==> config.mk <==
export PLATFORM = sky130hd
export DESIGN_NAME = acq_trig_stop
export DESIGN_NICKNAME = d
export VERILOG_FILES = /design/src/rtl/trig_pkg.sv /design/src/rtl/trig_sync_bank.sv /design/src/rtl/trig_source_sel.sv /design/src/rtl/stop_delay_ctl.sv /design/src/rtl/acq_trig_stop.sv
export SDC_FILE = /design/constraint.sdc
export NUM_CORES = 1
export LEC_CHECK = 0
export CAP_MARGIN = 25
export CORE_MARGIN = 2
export CORE_UTILIZATION = 40
export DETAILED_ROUTE_END_ITERATION = 12
export DONT_BUFFER_PORTS = 1
export PLACE_DENSITY = 0.64
export SLEW_MARGIN = 20
export SYNTH_ARGS = -nofsm -noshare
export SYNTH_HDL_FRONTEND = slang
export SYNTH_HIERARCHICAL = 1
export SYNTH_SLANG_ARGS = --single-unit
==> constraint.sdc <==
create_clock -name clk -period 2.5 [get_ports clk]
set_input_delay 0.75 -clock clk [delete_from_list [all_inputs] [get_ports clk]]
set_output_delay 0.75 -clock clk [all_outputs]
set_load 0.02 [all_outputs]
==> src/rtl/trig_pkg.sv <==
package trig_pkg;

  typedef enum logic [1:0] {
    ST_IDLE  = 2'd0,
    ST_ARMED = 2'd1,
    ST_COUNT = 2'd2,
    ST_STOP  = 2'd3
  } ctl_state_t;

  // Wide enough for any delay width the block is built with.
  localparam int unsigned MAX_DLY_W = 32;

  // Total cycles from the trigger-out rise to the stop rise.
  function automatic logic [MAX_DLY_W:0] stop_latency(input logic [MAX_DLY_W-1:0] dly);
    return {1'b0, dly} + 1'b1;
  endfunction

  // One down-count step that holds at zero.
  function automatic logic [MAX_DLY_W-1:0] count_step(input logic [MAX_DLY_W-1:0] cnt);
    return (cnt == '0) ? cnt : cnt - 1'b1;
  endfunction

endpackage

==> src/rtl/trig_sync_bank.sv <==
module trig_sync_bank #(
  parameter int unsigned WIDTH  = 5,
  parameter int unsigned STAGES = 2
) (
  input  logic             clk,
  input  logic             rst_n,
  input  logic [WIDTH-1:0] async_i,
  output logic [WIDTH-1:0] sync_o
);

  localparam int unsigned LAST = STAGES - 1;

  for (genvar b = 0; b < WIDTH; b++) begin : g_bit
    logic [LAST:0] chain_q;

    always_ff @(posedge clk or negedge rst_n) begin
      if (!rst_n) begin
        chain_q <= '0;
      end else if (STAGES == 1) begin
        chain_q[0] <= async_i[b];
      end else begin
        chain_q <= {chain_q[LAST-1:0], async_i[b]};
      end
    end

    assign sync_o[b] = chain_q[LAST];
  end

endmodule

==> src/rtl/trig_source_sel.sv <==
module trig_source_sel #(
  parameter int unsigned N_CH = 4
) (
  input  logic            clk,
  input  logic            rst_n,
  input  logic [N_CH-1:0] ch_sync_i,
  input  logic            ext_sync_i,
  input  logic [N_CH-1:0] ch_enable_i,
  input  logic            use_ext_i,
  output logic            level_o,
  output logic            rise_o
);

  logic [N_CH-1:0] gated;
  logic            ch_any;
  logic            level_prev_q;

  assign gated   = ch_sync_i & ch_enable_i;
  assign ch_any  = |gated;
  assign level_o = use_ext_i ? ext_sync_i : ch_any;

  always_ff @(posedge clk or negedge rst_n) begin
    if (!rst_n) level_prev_q <= 1'b0;
    else        level_prev_q <= level_o;
  end

  assign rise_o = level_o & ~level_prev_q;

  // An edge detector can never report two edges in a row.
  p_single_edge_r5: assert property (@(posedge clk) disable iff (!rst_n)
    rise_o |=> !rise_o);

  // An edge implies the source was low one cycle earlier.
  p_edge_after_low_r5: assert property (@(posedge clk) disable iff (!rst_n)
    rise_o |-> !$past(level_o));

endmodule

==> src/rtl/stop_delay_ctl.sv <==
module stop_delay_ctl
  import trig_pkg::*;
#(
  parameter int unsigned DLY_W = 16
) (
  input  logic             clk,
  input  logic             rst_n,
  input  logic             rise_i,
  input  logic             arm_i,
  input  logic [DLY_W-1:0] delay_i,
  output logic             accept_o,
  output logic             trig_out_o,
  output logic             stop_o
);

  ctl_state_t       state_q, state_d;
  logic [DLY_W-1:0] cnt_q, cnt_d;
  logic             trig_q;
  logic             cnt_zero;

  assign cnt_zero = (cnt_q == '0);
  assign accept_o = (state_q == ST_ARMED) && rise_i;

  always_comb begin
    state_d = state_q;
    cnt_d   = cnt_q;
    unique case (state_q)
      ST_IDLE:  if (arm_i) state_d = ST_ARMED;
      ST_ARMED: if (rise_i) begin
        state_d = ST_COUNT;
        cnt_d   = delay_i;
      end
      ST_COUNT: begin
        if (cnt_zero) state_d = ST_STOP;
        cnt_d = DLY_W'(count_step(MAX_DLY_W'(cnt_q)));
      end
      ST_STOP:  if (arm_i) state_d = ST_ARMED;
      default:  state_d = ST_IDLE;
    endcase
  end

  always_ff @(posedge clk or negedge rst_n) begin
    if (!rst_n) begin
      state_q <= ST_IDLE;
      cnt_q   <= '0;
      trig_q  <= 1'b0;
    end else begin
      state_q <= state_d;
      cnt_q   <= cnt_d;
      trig_q  <= accept_o;
    end
  end

  assign trig_out_o = trig_q;
  assign stop_o     = (state_q == ST_STOP);

  p_trig_one_cycle_r2: assert property (@(posedge clk) disable iff (!rst_n)
    trig_out_o |=> !trig_out_o);

  p_trig_opens_count_r6: assert property (@(posedge clk) disable iff (!rst_n)
    trig_out_o |-> (state_q == ST_COUNT) && (cnt_q == $past(delay_i)));

  p_count_down_r6: assert property (@(posedge clk) disable iff (!rst_n)
    (state_q == ST_COUNT && !cnt_zero) |=> (state_q == ST_COUNT) && (cnt_q == $past(cnt_q) - 1'b1));

  p_stop_holds_r7: assert property (@(posedge clk) disable iff (!rst_n)
    (stop_o && !arm_i) |=> stop_o);

  p_rearm_clears_r7: assert property (@(posedge clk) disable iff (!rst_n)
    (stop_o && arm_i) |=> !stop_o);

  p_no_trig_unarmed_r8: assert property (@(posedge clk) disable iff (!rst_n)
    (state_q != ST_ARMED) |=> !trig_out_o);

  p_arm_ignored_counting_r9: assert property (@(posedge clk) disable iff (!rst_n)
    (state_q == ST_COUNT && !cnt_zero) |=> (state_q == ST_COUNT));

endmodule

==> src/rtl/acq_trig_stop.sv <==
module acq_trig_stop #(
  parameter int unsigned N_CH        = 4,
  parameter int unsigned DLY_W       = 16,
  parameter int unsigned SYNC_STAGES = 2
) (
  input  logic             clk,
  input  logic             rst_n,
  input  logic [N_CH-1:0]  ch_hit_i,
  input  logic             ext_trig_i,
  input  logic [N_CH-1:0]  ch_enable_i,
  input  logic             use_ext_i,
  input  logic [DLY_W-1:0] delay_i,
  input  logic             arm_i,
  output logic             trig_out_o,
  output logic             stop_o
);

  localparam int unsigned SYNC_W = N_CH + 1;

  logic [SYNC_W-1:0] raw_in;
  logic [SYNC_W-1:0] sync_in;
  logic              sel_level;
  logic              sel_rise;
  logic              accept;

  assign raw_in = {ext_trig_i, ch_hit_i};

  trig_sync_bank #(
    .WIDTH  (SYNC_W),
    .STAGES (SYNC_STAGES)
  ) i_sync (
    .clk     (clk),
    .rst_n   (rst_n),
    .async_i (raw_in),
    .sync_o  (sync_in)
  );

  trig_source_sel #(
    .N_CH (N_CH)
  ) i_sel (
    .clk         (clk),
    .rst_n       (rst_n),
    .ch_sync_i   (sync_in[N_CH-1:0]),
    .ext_sync_i  (sync_in[N_CH]),
    .ch_enable_i (ch_enable_i),
    .use_ext_i   (use_ext_i),
    .level_o     (sel_level),
    .rise_o      (sel_rise)
  );

  stop_delay_ctl #(
    .DLY_W (DLY_W)
  ) i_ctl (
    .clk        (clk),
    .rst_n      (rst_n),
    .rise_i     (sel_rise),
    .arm_i      (arm_i),
    .delay_i    (delay_i),
    .accept_o   (accept),
    .trig_out_o (trig_out_o),
    .stop_o     (stop_o)
  );

  // Every trigger-out pulse stems from a source edge one cycle earlier.
  p_trig_from_edge_r2: assert property (@(posedge clk) disable iff (!rst_n)
    trig_out_o |-> $past(sel_rise) && $past(accept));

  // Stop and trigger-out never coincide, as stop needs at least one count cycle.
  p_stop_after_trig_r6: assert property (@(posedge clk) disable iff (!rst_n)
    !(trig_out_o && stop_o));

  // With the external source chosen, the selected level follows it alone.
  p_ext_only_r4: assert property (@(posedge clk) disable iff (!rst_n)
    use_ext_i |-> (sel_level == sync_in[N_CH]));

endmodule

==> flow_summary.json <==
{
  "outcome": "completed",
  "dp_hpwl_mm": 2.95,
  "rsz0062_at_grt": "no",
  "dieArea_um2": 4690,
  "diodes": 0,
  "synth_cell_types": 50,
  "synth_flop_cell": "dfrtp_1",
  "wl_met1_mm": 1.72,
  "reg2reg_depth": 5,
  "grt_max_degree": 31,
  "ctsHtreeMaxLevel": 2,
  "synth_nets": 206,
  "max_freq_mhz": 424,
  "wl_met3_um": 222,
  "ant_nets": 0,
  "async_flop_share": 1.00,
  "powerDensity_nw_per_um2": 507,
  "die_w_um": 68.5,
  "fin_skew_ns": 0.00679,
  "maxCapViolations": 0,
  "hold_class": "input pin to asynchronous set/reset pin",
  "fin_tns_setup_ns": 0,
  "critical_path_class": "flip-flop to flip-flop",
  "crit_path_start": "i_ctl/cnt_q[9]",
  "path_max_fanout": 8,
  "syn_inst": 173,
  "ctsHoldBuffers": 0,
  "syn_to_final_growth_pct": 11.1,
  "post-place-ws_ns": 0.105,
  "crit_required_ns": 2.67,
  "highest_layer": "met4",
  "cts_resized": 0,
  "ctsRootBufferMaster": "clkbuf_8",
  "setup_ws_ns": 0.144,
  "hold_viol": 0,
  "route.detailed.drc": 0,
  "start_util": 0.416,
  "avgRoutedWirePerCell_um": 17.1,
  "cts_buffers": 5,
  "worstPathArrival_ns": 2.53,
  "grt_pass1_wl_mm": 6.58,
  "netlist_area_um2": 1660,
  "die_h_um": 68.5,
  "num_io_pins": 31,
  "grt_pass1_vias": 1316,
  "wl_met2_mm": 1.97,
  "core_um2": 4000,
  "floorplan.rows": 23,
  "antenna_found_initial": 0,
  "drive_gt1_frac": 0.154,
  "vias_per_cell": 5.90,
  "drtPass1Iterations": 4,
  "grt_usage": 0.193,
  "clk_path_buf_depth": 2,
  "synth_seq_area_share": 0.451,
  "synth.yosys.warnings": 6,
  "syn_avg_cell_area_um2": 9.62,
  "wirelength_mm": 3.96,
  "fill_cells": 382,
  "finalCriticalPeriod_ns": 2.36,
  "grt_overflow_total": 0,
  "peakVddDrop_mv": 0.319,
  "drt_iter0_drc": 39,
  "tightest_slew_ns": 0.568,
  "finalCritPeriodShare": 0.942,
  "p_leak_nw": 0.776,
  "r2r_slack_ns": 0.14,
  "r2r_end": "i_ctl/cnt_q[14]",
  "drv_slew": 0,
  "worstSetupEndpointType": "flip-flop",
  "cts.sinks": 30,
  "cts_tree": "done",
  "port-buffer-count": 0,
  "final_nets": 214,
  "synth_edf_count": 0,
  "setup_viol": 0,
  "cts_setup_buffers": 0,
  "clkTransAtPathRegs_ns": 0.07,
  "clk_latency_ns": 0.28,
  "gp_congestion": 0.885,
  "rr_startpoint": "i_ctl/cnt_q[9]",
  "yosys_register_bits": 30,
  "via_count": 1369,
  "startpoint_type": "flip-flop",
  "slew_headroom": 0.619
}
[per-stage QoR]
| step | utilization | cell area (um2) | power [mW] | cells | hold slack [ns] |
|---|---|---|---|---|---|
| floorplan | - | 1660 | 0.539 | 173 | 0.331 |
| global placement | 0.438 | 1750 | 0.540 | 224 | 0.334 |
| detailed placement | 0.438 | 1750 | 0.541 | 224 | 0.339 |
| CTS | 0.462 | 1850 | 0.952 | 232 | 0.142 |
| global route | 0.462 | 1850 | 0.981 | 232 | 0.135 |
| finish | 0.462 | 1850 | 0.936 | 232 | 0.153 |
[where the power goes]
part           internal, mW  leakage [nW]  total [mW]  switching [mW]
logic                0.0146         0.378      0.0255          0.0109
registers             0.498         0.350       0.507         0.00836
clock network         0.221        0.0472       0.404           0.183
[critical path, stage by stage (launching register included)]
cell	delay, ns
dfrtp_1	0.44
or4_4	0.52
or3_1	0.47
o31ai_4	0.44
o21ai_1	0.12
a22o_2	0.26
[state kept, by name, summed over array words and instances, names as in the netlist]
| signal | cells |
|---|---|
| i_sel/level_prev_q | 1 |
| i_ctl/cnt_q | 16 |
| i_sync/g_bit.chain_q | 10 |
| i_ctl/trig_out_o | 1 |
| i_ctl/state_q | 2 |
[final cells by class]
cell class	count	area [um2]	share of cell area
repair buffers	12	103	0.0555
well taps	50	62.6	0.0339
flip-flops and latches	30	751	0.406
clock inverters	2	12.5	0.00677
clock buffers	6	82.6	0.0447
inverters	9	33.8	0.0183
multi-input cells	123	803	0.435
[how the worst max path moves through the flow]
stage                           end  slack (ns)  depth (start not counted)
finish              i_ctl/cnt_q[14]        0.14                          5
global route        i_ctl/cnt_q[14]        0.05                          5
CTS                 i_ctl/cnt_q[14]        0.15                          5
global placement     i_ctl/cnt_q[6]        0.12                          6
detailed placement   i_ctl/cnt_q[6]        0.10                          6
floorplan           i_ctl/cnt_q[12]        0.17                          8
[layer usage]
metal | up-vias | GRT usage
met1 | 668 | 0.256
met5 | - | 0
li1 | 656 | -
met2 | 40 | 0.303
met3 | 5 | 0.0519
met4 | 0 | 0.0675
[kinds of logic (layout without fill, tap and decap cells)]
logic type	after synthesis	count (layout)	share of synthesized area
buf+inv	20	29	0.0662
mux	4	4	0.0241
flops	30	30	0.451
xor+xnor	1	1	0.00526
simple gates	64	64	0.201
fa+ha+maj	4	4	0.0301
compound gates	50	50	0.223
[layout by cell type (no fill, tap or decap), types with 2 or more instances in the layout]
master,synthesis,routed
nor3_1,5,5
or4_1,2,2
buf_4,5,11
mux2i_1,4,4
nand2b_1,3,3
nand3_1,7,7
clkbuf_8,0,6
ha_1,4,4
nand2_1,17,17
inv_1,9,9
nor2_1,12,12
nor3b_1,2,2
nor4_1,5,5
a21oi_1,10,10
dfrtp_1,30,30
a221o_1,2,2
a22oi_2,2,2
nand4_1,2,2
o22ai_1,10,10
a31oi_1,3,3
and3_1,3,3
o21ai_0,5,5
[Yosys cell counts (2+ instances only)]
cell	count	area share
nor4_1	5	0.019
nor2_1	12	0.027
buf_4	5	0.023
o22ai_1	10	0.038
a31oi_1	3	0.011
o21ai_0	5	0.015
nand2_1	17	0.038
nor3b_1	2	0.0090
and3_1	3	0.011
nand3_1	7	0.021
or4_1	2	0.0090
inv_1	9	0.020
clkbuf_1	2	0.0045
a21oi_1	10	0.030
a221o_1	2	0.012
a22oi_2	2	0.015
nor3_1	5	0.015
nand4_1	2	0.0075
dfrtp_1	30	0.45
mux2i_1	4	0.024
buf_6	2	0.014
ha_1	4	0.030
nand2b_1	3	0.011
No activity file was read; power rests on OpenSTA's default activity.
